$ cat src/rtl/sertx_pkg.sv
package sertx_pkg;

    localparam int DATA_MAX   = 8;
    localparam int STOP_MAX   = 2;
    localparam int FRAME_MAX  = 1 + DATA_MAX + 1 + STOP_MAX;
    localparam int CNT_W      = $clog2(FRAME_MAX + 1);

    typedef struct packed {
        logic len8;
        logic stop2;
        logic par_en;
        logic par_odd;
    } sertx_mode_t;

    typedef enum logic {
        ST_IDLE = 1'b0,
        ST_SEND = 1'b1
    } sertx_state_t;

    // parity bit over the first n bits of d
    function automatic logic par_bit(input logic [DATA_MAX-1:0] d,
                                     input int unsigned         n,
                                     input logic                odd);
        logic acc;
        acc = odd;
        for (int i = 0; i < DATA_MAX; i++) begin
            if (i < n) acc = acc ^ d[i];
        end
        return acc;
    endfunction

endpackage

$ cat src/rtl/sertx_frame_pack.sv
module sertx_frame_pack
    import sertx_pkg::*;
#(
    parameter int DW = DATA_MAX,
    localparam int FW = 1 + DW + 1 + STOP_MAX,
    localparam int CW = $clog2(FW + 1)
) (
    input  logic [DW-1:0]  chr_i,
    input  sertx_mode_t    mode_i,
    output logic [FW-1:0]  frame_o,
    output logic [CW-1:0]  nbits_o
);
    int unsigned ndata;
    int unsigned nstop;
    int unsigned npar;

    always_comb begin
        ndata   = mode_i.len8 ? DW : DW - 1;
        nstop   = mode_i.stop2 ? 2 : 1;
        npar    = mode_i.par_en ? 1 : 0;
        frame_o = '1;
        frame_o[0] = 1'b0;
        for (int i = 0; i < DW; i++) begin
            if (i < ndata) frame_o[1 + i] = chr_i[i];
        end
        if (mode_i.par_en)
            frame_o[1 + ndata] = par_bit(chr_i, ndata, mode_i.par_odd);
        nbits_o = CW'(1 + ndata + npar + nstop);
    end
endmodule

$ cat src/rtl/sertx_shift_engine.sv
module sertx_shift_engine
    import sertx_pkg::*;
#(
    parameter int FW = FRAME_MAX,
    parameter int CW = CNT_W
) (
    input  logic          clk,
    input  logic          rst,
    input  logic          load_i,
    input  logic [FW-1:0] frame_i,
    input  logic [CW-1:0] nbits_i,
    input  logic          tick_i,
    output logic          tx_o,
    output logic          busy_o
);
    sertx_state_t  st;
    logic [FW-1:0] sreg;
    logic [CW-1:0] left;

    always_ff @(posedge clk) begin
        if (rst) begin
            st   <= ST_IDLE;
            sreg <= '1;
            left <= '0;
        end else begin
            case (st)
                ST_IDLE: begin
                    if (load_i) begin
                        sreg <= frame_i;
                        left <= nbits_i;
                        st   <= ST_SEND;
                    end
                end
                ST_SEND: begin
                    if (tick_i) begin
                        if (left == CW'(1)) begin
                            sreg <= '1;
                            left <= '0;
                            st   <= ST_IDLE;
                        end else begin
                            sreg <= {1'b1, sreg[FW-1:1]};
                            left <= left - CW'(1);
                        end
                    end
                end
                default: st <= ST_IDLE;
            endcase
        end
    end

    assign tx_o   = sreg[0];
    assign busy_o = (st == ST_SEND);
endmodule

$ cat src/rtl/sertx_frame.sv
module sertx_frame
    import sertx_pkg::*;
(
    input  logic       clk,
    input  logic       rst,
    input  logic [7:0] chr_i,
    input  logic       chr_valid_i,
    input  logic       len8_i,
    input  logic       stop2_i,
    input  logic       par_en_i,
    input  logic       par_odd_i,
    input  logic       bit_tick_i,
    output logic       tx_o,
    output logic       ready_o
);
    sertx_mode_t          mode;
    logic [FRAME_MAX-1:0] frame;
    logic [CNT_W-1:0]     nbits;
    logic                 busy;
    logic                 load;

    assign mode = '{len8: len8_i, stop2: stop2_i, par_en: par_en_i, par_odd: par_odd_i};
    assign load = chr_valid_i & ~busy;

    sertx_frame_pack #(.DW(DATA_MAX)) u_pack (
        .chr_i   (chr_i),
        .mode_i  (mode),
        .frame_o (frame),
        .nbits_o (nbits)
    );

    sertx_shift_engine #(.FW(FRAME_MAX), .CW(CNT_W)) u_eng (
        .clk     (clk),
        .rst     (rst),
        .load_i  (load),
        .frame_i (frame),
        .nbits_i (nbits),
        .tick_i  (bit_tick_i),
        .tx_o    (tx_o),
        .busy_o  (busy)
    );

    assign ready_o = ~busy;
endmodule

$ cat config.mk
export PLATFORM = sky130hd
export DESIGN_NAME = sertx_frame
export DESIGN_NICKNAME = d
export VERILOG_FILES = /design/src/rtl/sertx_pkg.sv /design/src/rtl/sertx_frame_pack.sv /design/src/rtl/sertx_shift_engine.sv /design/src/rtl/sertx_frame.sv
export SDC_FILE = /design/constraint.sdc
export NUM_CORES = 1
export LEC_CHECK = 0
export BUFFER_PORTS_ARGS = -buffer_cell sky130_fd_sc_hd__buf_2
export CORE_MARGIN = 3
export CORE_UTILIZATION = 55
export DETAILED_ROUTE_END_ITERATION = 12
export PLACE_DENSITY_LB_ADDON = 0.25
export RECOVER_POWER = 100
export SLEW_MARGIN = 25
export SYNTH_ARGS = -nofsm -noshare
export SYNTH_HDL_FRONTEND = slang
export SYNTH_SLANG_ARGS = --single-unit
$ cat constraint.sdc
create_clock -name clk -period 3 [get_ports clk]
set_clock_uncertainty 0.2 [all_clocks]
set_input_delay 0.15 -clock clk [delete_from_list [all_inputs] [get_ports clk]]
set_output_delay 0.15 -clock clk [all_outputs]
set_load 0.05 [all_outputs]
## Yosys cells after proc, flatten, opt, wreduce, memory -nomap -nowiden

Cells that the tools add are included.

| storage, ports and cells | value |
|---|---|
| flip-flop bits (word level) | 17 |
| output and inout port bits | 2 |
| input port bits | 16 |
| logic and storage cells | 75 |

| cells by class | value |
|---|---|
| add/sub/neg operators | 4 |
| reductions and logical operators | 2 |
| multiplexer cells | 43 |
| magnitude comparators | 10 |
| equal/unequal tests | 3 |
| bitwise logic cells | 10 |

Operators with widths:

| cell | count |
|---|---|
| less-than comparator 3 x 32 -> 1 bit (first input constant) | 4 |
| less-than comparator 1 x 32 -> 1 bit (first input constant) | 2 |
| less-than comparator 2 x 32 -> 1 bit (first input constant) | 2 |
| two-way mux 12 bit | 3 |
| greater-or-equal comparator 32 x 1 -> 1 bit (second input constant) | 1 |
| less-than comparator 32 x 5 -> 1 bit (second input constant) | 1 |
| two-way mux 1 bit | 29 |
| one-hot mux 12 bit (2 select lines) | 1 |
| two-way mux 4 bit | 4 |
| bitwise mux 12 bit | 1 |
| two-way mux 11 bit | 1 |
| adder 4 bit | 2 |
| one-hot mux 4 bit (2 select lines) | 1 |
| XOR 1 bit | 8 |
| adder 1 x 4 -> 5 bit (first input constant) | 1 |
| demux 1 bit (select 4 bit) | 1 |
| equality test 4 x 1 -> 1 bit (second input constant) | 1 |
| subtractor 4 x 1 -> 4 bit (second input constant) | 1 |
| two-way mux 2 bit | 1 |
| inequality test 2 x 1 -> 1 bit (second input constant) | 1 |
| inequality test 2 bit (second input constant) | 1 |
| one-hot mux 1 bit (2 select lines) | 1 |
| AND reduction 2 bit | 1 |
| AND 1 bit | 1 |
| other kinds (2) | 2 |

## Logic depth before layout (Yosys ltp)

| depth | value |
|---|---|
| depth in word-level cells | 29 |
| depth in mapped cells | 7 |
| gate-level depth less buffers | 7 |

## By module

A second synthesis with hierarchy kept.

| second synthesis, totals | value |
|---|---|
| cells, all modules | 129 |
| area, all modules | 1,213.7 µm² |

By module, submodules not included:

| module | seq. area each (µm²) | cells an instance | area an instance (µm²) | instances |
|---|---|---|---|---|
| sertx_shift_engine | 340.3 | 97 | 977.2 | 1 |
| sertx_frame_pack | 0.0 | 30 | 226.5 | 1 |
| sertx_frame | 0.0 | 2 | 10.0 | 1 |

## Least setup slack after synthesis

Ideal clock, no wire load.

| timing | value |
|---|---|
| path type | register to register |
| start point | register u_eng.st (netlist: u_eng.busy_o) |
| end point | register u_eng.sreg[3] |
| path buffers | 2 |
| cell stages (with the launch flop) | 7 |
| library setup time | 0.123 ns |
| data required time | 2.677 ns |
| path slack | 1.316 ns |
| period minus slack after synthesis | 1.684 ns |
| data arrival time | 1.361 ns |
| cell sequence | dfxtp_1 buf_2 inv_1 a21oi_4 buf_2 a21oi_1 o21ai_0 |

| between the ends | value |
|---|---|
| word-level cells in the longest chain between the ends | 4 |
| elaborated cells on any way between the ends | 6 |
| classes of those cells | eq/ne (2); mux (1); bitwise (2); reduce/logical (1) |

Ends and longest elaborated chain:

| what | line | RTL |
|---|---|---|
| start, declared | sertx_shift_engine.sv:16 | `sertx_state_t st;` |
| start signal, assigned | sertx_shift_engine.sv:22 | `st <= ST_IDLE;` |
| start signal, assigned | sertx_shift_engine.sv:31 | `st <= ST_SEND;` |
| start signal, assigned | sertx_shift_engine.sv:39 | `st <= ST_IDLE;` |
| inverter 1 bit * | n/a |  |
| net ready_o | sertx_frame.sv:14 | `output logic ready_o` |
| AND 1 bit | sertx_frame.sv:23 | `assign load = chr_valid_i & ~busy;` |
| inequality test 2 x 1 -> 1 bit (no source line) | n/a |  |
| AND reduction 2 bit (no source line) | n/a |  |
| end signal, assigned | sertx_shift_engine.sv:29 | `sreg <= frame_i;` |
| end signal, assigned | sertx_shift_engine.sv:41 | `sreg <= {1'b1, sreg[FW-1:1]};` |
| end, declared | sertx_shift_engine.sv:17 | `logic [FW-1:0] sreg;` |

The timed path passes the listed nets; every way through them passes the cells marked *.
A chain may end at the register's enable or synchronous reset.

## Worst setup path after layout

| timing | value |
|---|---|
| start point | register u_eng.left[1] |
| end point | register u_eng.left[0] |

| between the ends | value |
|---|---|
| word-level cells in the longest chain between the ends | 4 |

Ends and longest elaborated chain:

| what | line | RTL |
|---|---|---|
| start, declared | sertx_shift_engine.sv:18 | `logic [CW-1:0] left;` |
| start signal, assigned | sertx_shift_engine.sv:30 | `left <= nbits_i;` |
| start signal, assigned | sertx_shift_engine.sv:42 | `left <= left - CW'(1);` |
| equality test 4 x 1 -> 1 bit | sertx_shift_engine.sv:36 | `if (left == CW'(1)) begin` |
| two-way mux 4 bit | sertx_shift_engine.sv:36 |  |
| two-way mux 4 bit | sertx_shift_engine.sv:35 | `if (tick_i) begin` |
| one-hot mux 4 bit (2 select lines) | sertx_shift_engine.sv:26 | `case (st)` |

No other way between the ends. The select of a mux whose other input is x is not followed.

==> results.rst <==
.. list-table::
   :header-rows: 1

   * - Metric
     - Value
   * - Run status
     - finished, final reports clean
   * - Clock buffers created by TritonCTS
     - 3
   * - Layout overhead on the synthesized area
     - 21.5%
   * - Die H
     - 44.5 µm
   * - Number of routed nets with antenna violations
     - 0
   * - RSZ-0062 raised after global routing
     - no
   * - Worst-Margin Slew
     - 1130 ps
   * - Endpoint required time on the critical path
     - 2960 ps
   * - Final clock period utilization by the worst path
     - 74.8%
   * - Launch point of the worst path
     - u_eng.left[1]
   * - Placement Cell Area
     - 895 µm²
   * - Drc violations
     - 0
   * - Core area
     - 0.00135 mm²
   * - Fraction of the mapped netlist area in compound gates
     - 30.6%
   * - Post-Synth Adder-Cell Area
     - 7.08%
   * - Starting density of the core
     - 60.2%
   * - Peak supply drop
     - 0.310 mV
   * - Cell count after synthesis
     - 99
   * - Clock root buffer master
     - clkbuf_4
   * - Global-route wire length before repair
     - 3.30 mm
   * - Leakage Power
     - 0.000396 µW
   * - Origin of the critical flop-to-flop path
     - u_eng.left[1]
   * - Drt wl/cell
     - 14.5 µm
   * - Number of search-and-repair iterations in the first detailed-routing pass
     - 4
   * - Initial antenna violation count
     - 0
   * - Count of endpoints failing setup in the final report
     - 0
   * - Netlist area before placement
     - 813 µm²
   * - Clock latency on the worst-skew pair
     - 280 ps
   * - Number of max-cap violations
     - 0
   * - Kind of critical path
     - reg -> reg
   * - Clock tree buffer depth
     - 2
   * - Layout Nets
     - 143
   * - Largest family of logic cells by synthesized area
     - compound AO/OA/AOI/OAI gates
   * - Net Count, Synth
     - 119
   * - Fin. Hold Viols
     - 0
   * - Aggregate global routing overflow
     - 0
   * - Wirelength, routed
     - 1.99 mm
   * - Largest stage delay on the critical path
     - 880 ps
   * - Synth Register Bits
     - 15
   * - FMAX
     - 0.446 GHz
   * - Vias in the first global route
     - 797
   * - Vias
     - 812
   * - Cell family with most CP delay
     - compound AO/OA/AOI/OAI gates
   * - Data arrival, critical path
     - 2200 ps
   * - Number of warning messages in the yosys log
     - 0
   * - Synth unique cells
     - 25
   * - Clock Sinks
     - 15
   * - Aggregate negative setup slack
     - 0 ps
   * - Post-synthesis share of cell area spent on and, or, nand and nor gates
     - 11.2%
   * - Number of antenna cells inserted
     - 0
   * - Quantity of gates resized following cts
     - 0
   * - PortBufs
     - 17
   * - Buffers & Inverters on Critical Path
     - 1
   * - Slowest cell on the critical path
     - o21ai_0
   * - Share of final-layout standard cells stronger than drive strength 1
     - 15.6%
   * - Final HPWL from detailed placement
     - 1.32 mm
   * - Final Max Slew Viols
     - 0
   * - Pin count of the biggest net entering global routing
     - 19
   * - Time the final worst path needs with I/O delays and setup
     - 2240 ps
   * - R2R setup slack
     - 760 ps
   * - Iteration-0 DRC count of the detailed router
     - 35
   * - Slew HR
     - 24.0%
   * - Routability cong.
     - 0.834
   * - Min-delay src
     - chr_i[5]
   * - Element type at the critical path end
     - flop
   * - Total number of placement rows
     - 13
   * - Quantity of hold-fixing buffers added after cts
     - 7
   * - Power per cell area
     - 515 mW/mm²
   * - CP Max Fanout
     - 10
   * - Mean post-synth cell area
     - 8.21 µm²
   * - Post-synthesis share of cell area spent on xor and xnor gates
     - 8.62%
   * - Sequential share of the synthesized area
     - 36.9%
   * - CTS tree
     - built
   * - Tot GR Track Use
     - 22.7%
   * - H-tree lvl count
     - 1
   * - Most used cell, CP
     - a211oi_1
   * - Layout Cell Area excl Fill
     - 988 µm²
   * - Cell Chain, Critical Path
     - inv_1 -> ha_1 -> nand2b_1 -> o21ai_0 -> nor2_1 -> a211oi_1 -> a211oi_1
   * - Class of the tightest hold or removal check
     - in -> reg
   * - Drt via density
     - 5.93
   * - Count of pins on the block boundary
     - 18
   * - Clock slew at the register clock pins of the worst setup and hold paths
     - 90 ps
   * - Horizontal extent of the die
     - 44.5 µm
   * - Area enclosed by the die boundary
     - 0.00198 mm²
   * - Post-synthesis mux area share
     - 0%
   * - Post-CTS setup buffer count
     - 0
   * - Worst Setup Start Kind
     - flop
[report_power, final]
part	total (µW)	switching, µW	internal, µW	leakage, µW
Clock	117	68.0	49.5	0.0000177
Sequential	239	16.9	222	0.000125
Combinational	152	88.5	63.6	0.000254
Total	509	173	335	0.000396
[final cells by class]
| type | count | area [µm²] |
|---|---|---|
| clock buffer | 3 | 22.5 |
| inverter | 6 | 22.5 |
| timing repair buffer | 24 | 151 |
| sequential | 15 | 300 |
| fill | 112 | 362 |
| multi-input combinational | 73 | 468 |
| clock inverter | 1 | 5.00 |
| tap | 15 | 18.8 |
[layer usage]
metal  global-route usage, %  vias up  share of wire (%)
met1                    25.3      380                 42
met3                    4.88        2                4.2
met5                       0        -                  0
met2                    41.6       26                 53
met4                    8.43        0               0.55
li1                        -      404                  -
[Yosys cell counts, drive strengths merged]
cell type / n / area share (%)
nand2b: 2 / 1.5
inv: 6 / 2.8
a211oi: 3 / 2.8
a21oi: 14 / 10
xnor2: 7 / 7.5
dfxtp: 15 / 37
nand2: 5 / 2.3
ha: 3 / 4.6
nor3: 2 / 1.2
and2: 1 / 0.77
xor2: 1 / 1.1
or3: 1 / 0.77
buf: 3 / 1.8
a32oi: 1 / 1.1
o22ai: 8 / 6.2
clkbuf: 2 / 0.92
nor2: 5 / 2.3
a2111oi: 1 / 1.2
o21ai: 14 / 8.6
nor4b: 1 / 1.1
fa: 1 / 2.5
nand3: 2 / 1.2
a31oi: 1 / 0.77
[worst register-to-register path, stage by stage (launching register included)]
cell	delay, ps
dfxtp_1	330
inv_1	80
ha_1	160
nand2b_1	100
o21ai_0	890
nor2_1	70
a211oi_1	210
a211oi_1	90
[final timing paths]
path	to	cells past startpoint
min reg2reg	u_eng.sreg[1]	2
max	u_eng.left[0]	7
min	u_eng.sreg[6]	3
max reg2reg	u_eng.left[0]	7
[cells by family after synthesis]
logic type               after synthesis
AO/OA/AOI/OAI                         42
XOR/XNOR                               8
adder cells (fa/ha/maj)                4
buffers and inverters                 11
flip-flops                            15
AND/OR/NAND/NOR                       19
[metrics by stage]
step	power (µW)	setup slack (ps)	hold slack, ps	utilization (%)	cells
finish	509	756	9.95	73.2	137
CTS	512	1070	1.07	73.5	137
detailed placement	389	1080	251	66.3	126
floorplan	350	1320	122	-	99
global placement	383	1180	244	66.3	126
global route	540	666	10.4	73.2	137
[cell usage in the layout, fill, tap and decap left out]
cell and n:
dfxtp_1 15, o21ai_0 14, buf_2 14, a21oi_1 13, o22ai_1 8, xnor2_1 7, dlygate4sd3_1 7, inv_1 6
nand2_1 5, nor2_1 5, a211oi_1 3, ha_1 3, clkbuf_4 3, clkbuf_1 3, nand2b_1 2, nor3_1 2
nand3_1 2, and2_0 1, a21oi_4 1, nor4b_1 1, xor2_1 1, a31oi_1 1, a2111oi_1 1, or3_1 1
a32oi_1 1, fa_1 1, clkinv_2 1
[state kept, by name, summed over array words and instances (netlist names)]
name,flops
u_eng.busy_o,1
u_eng.left,4
u_eng.sreg,10
Power figures use the tool's default switching activity.
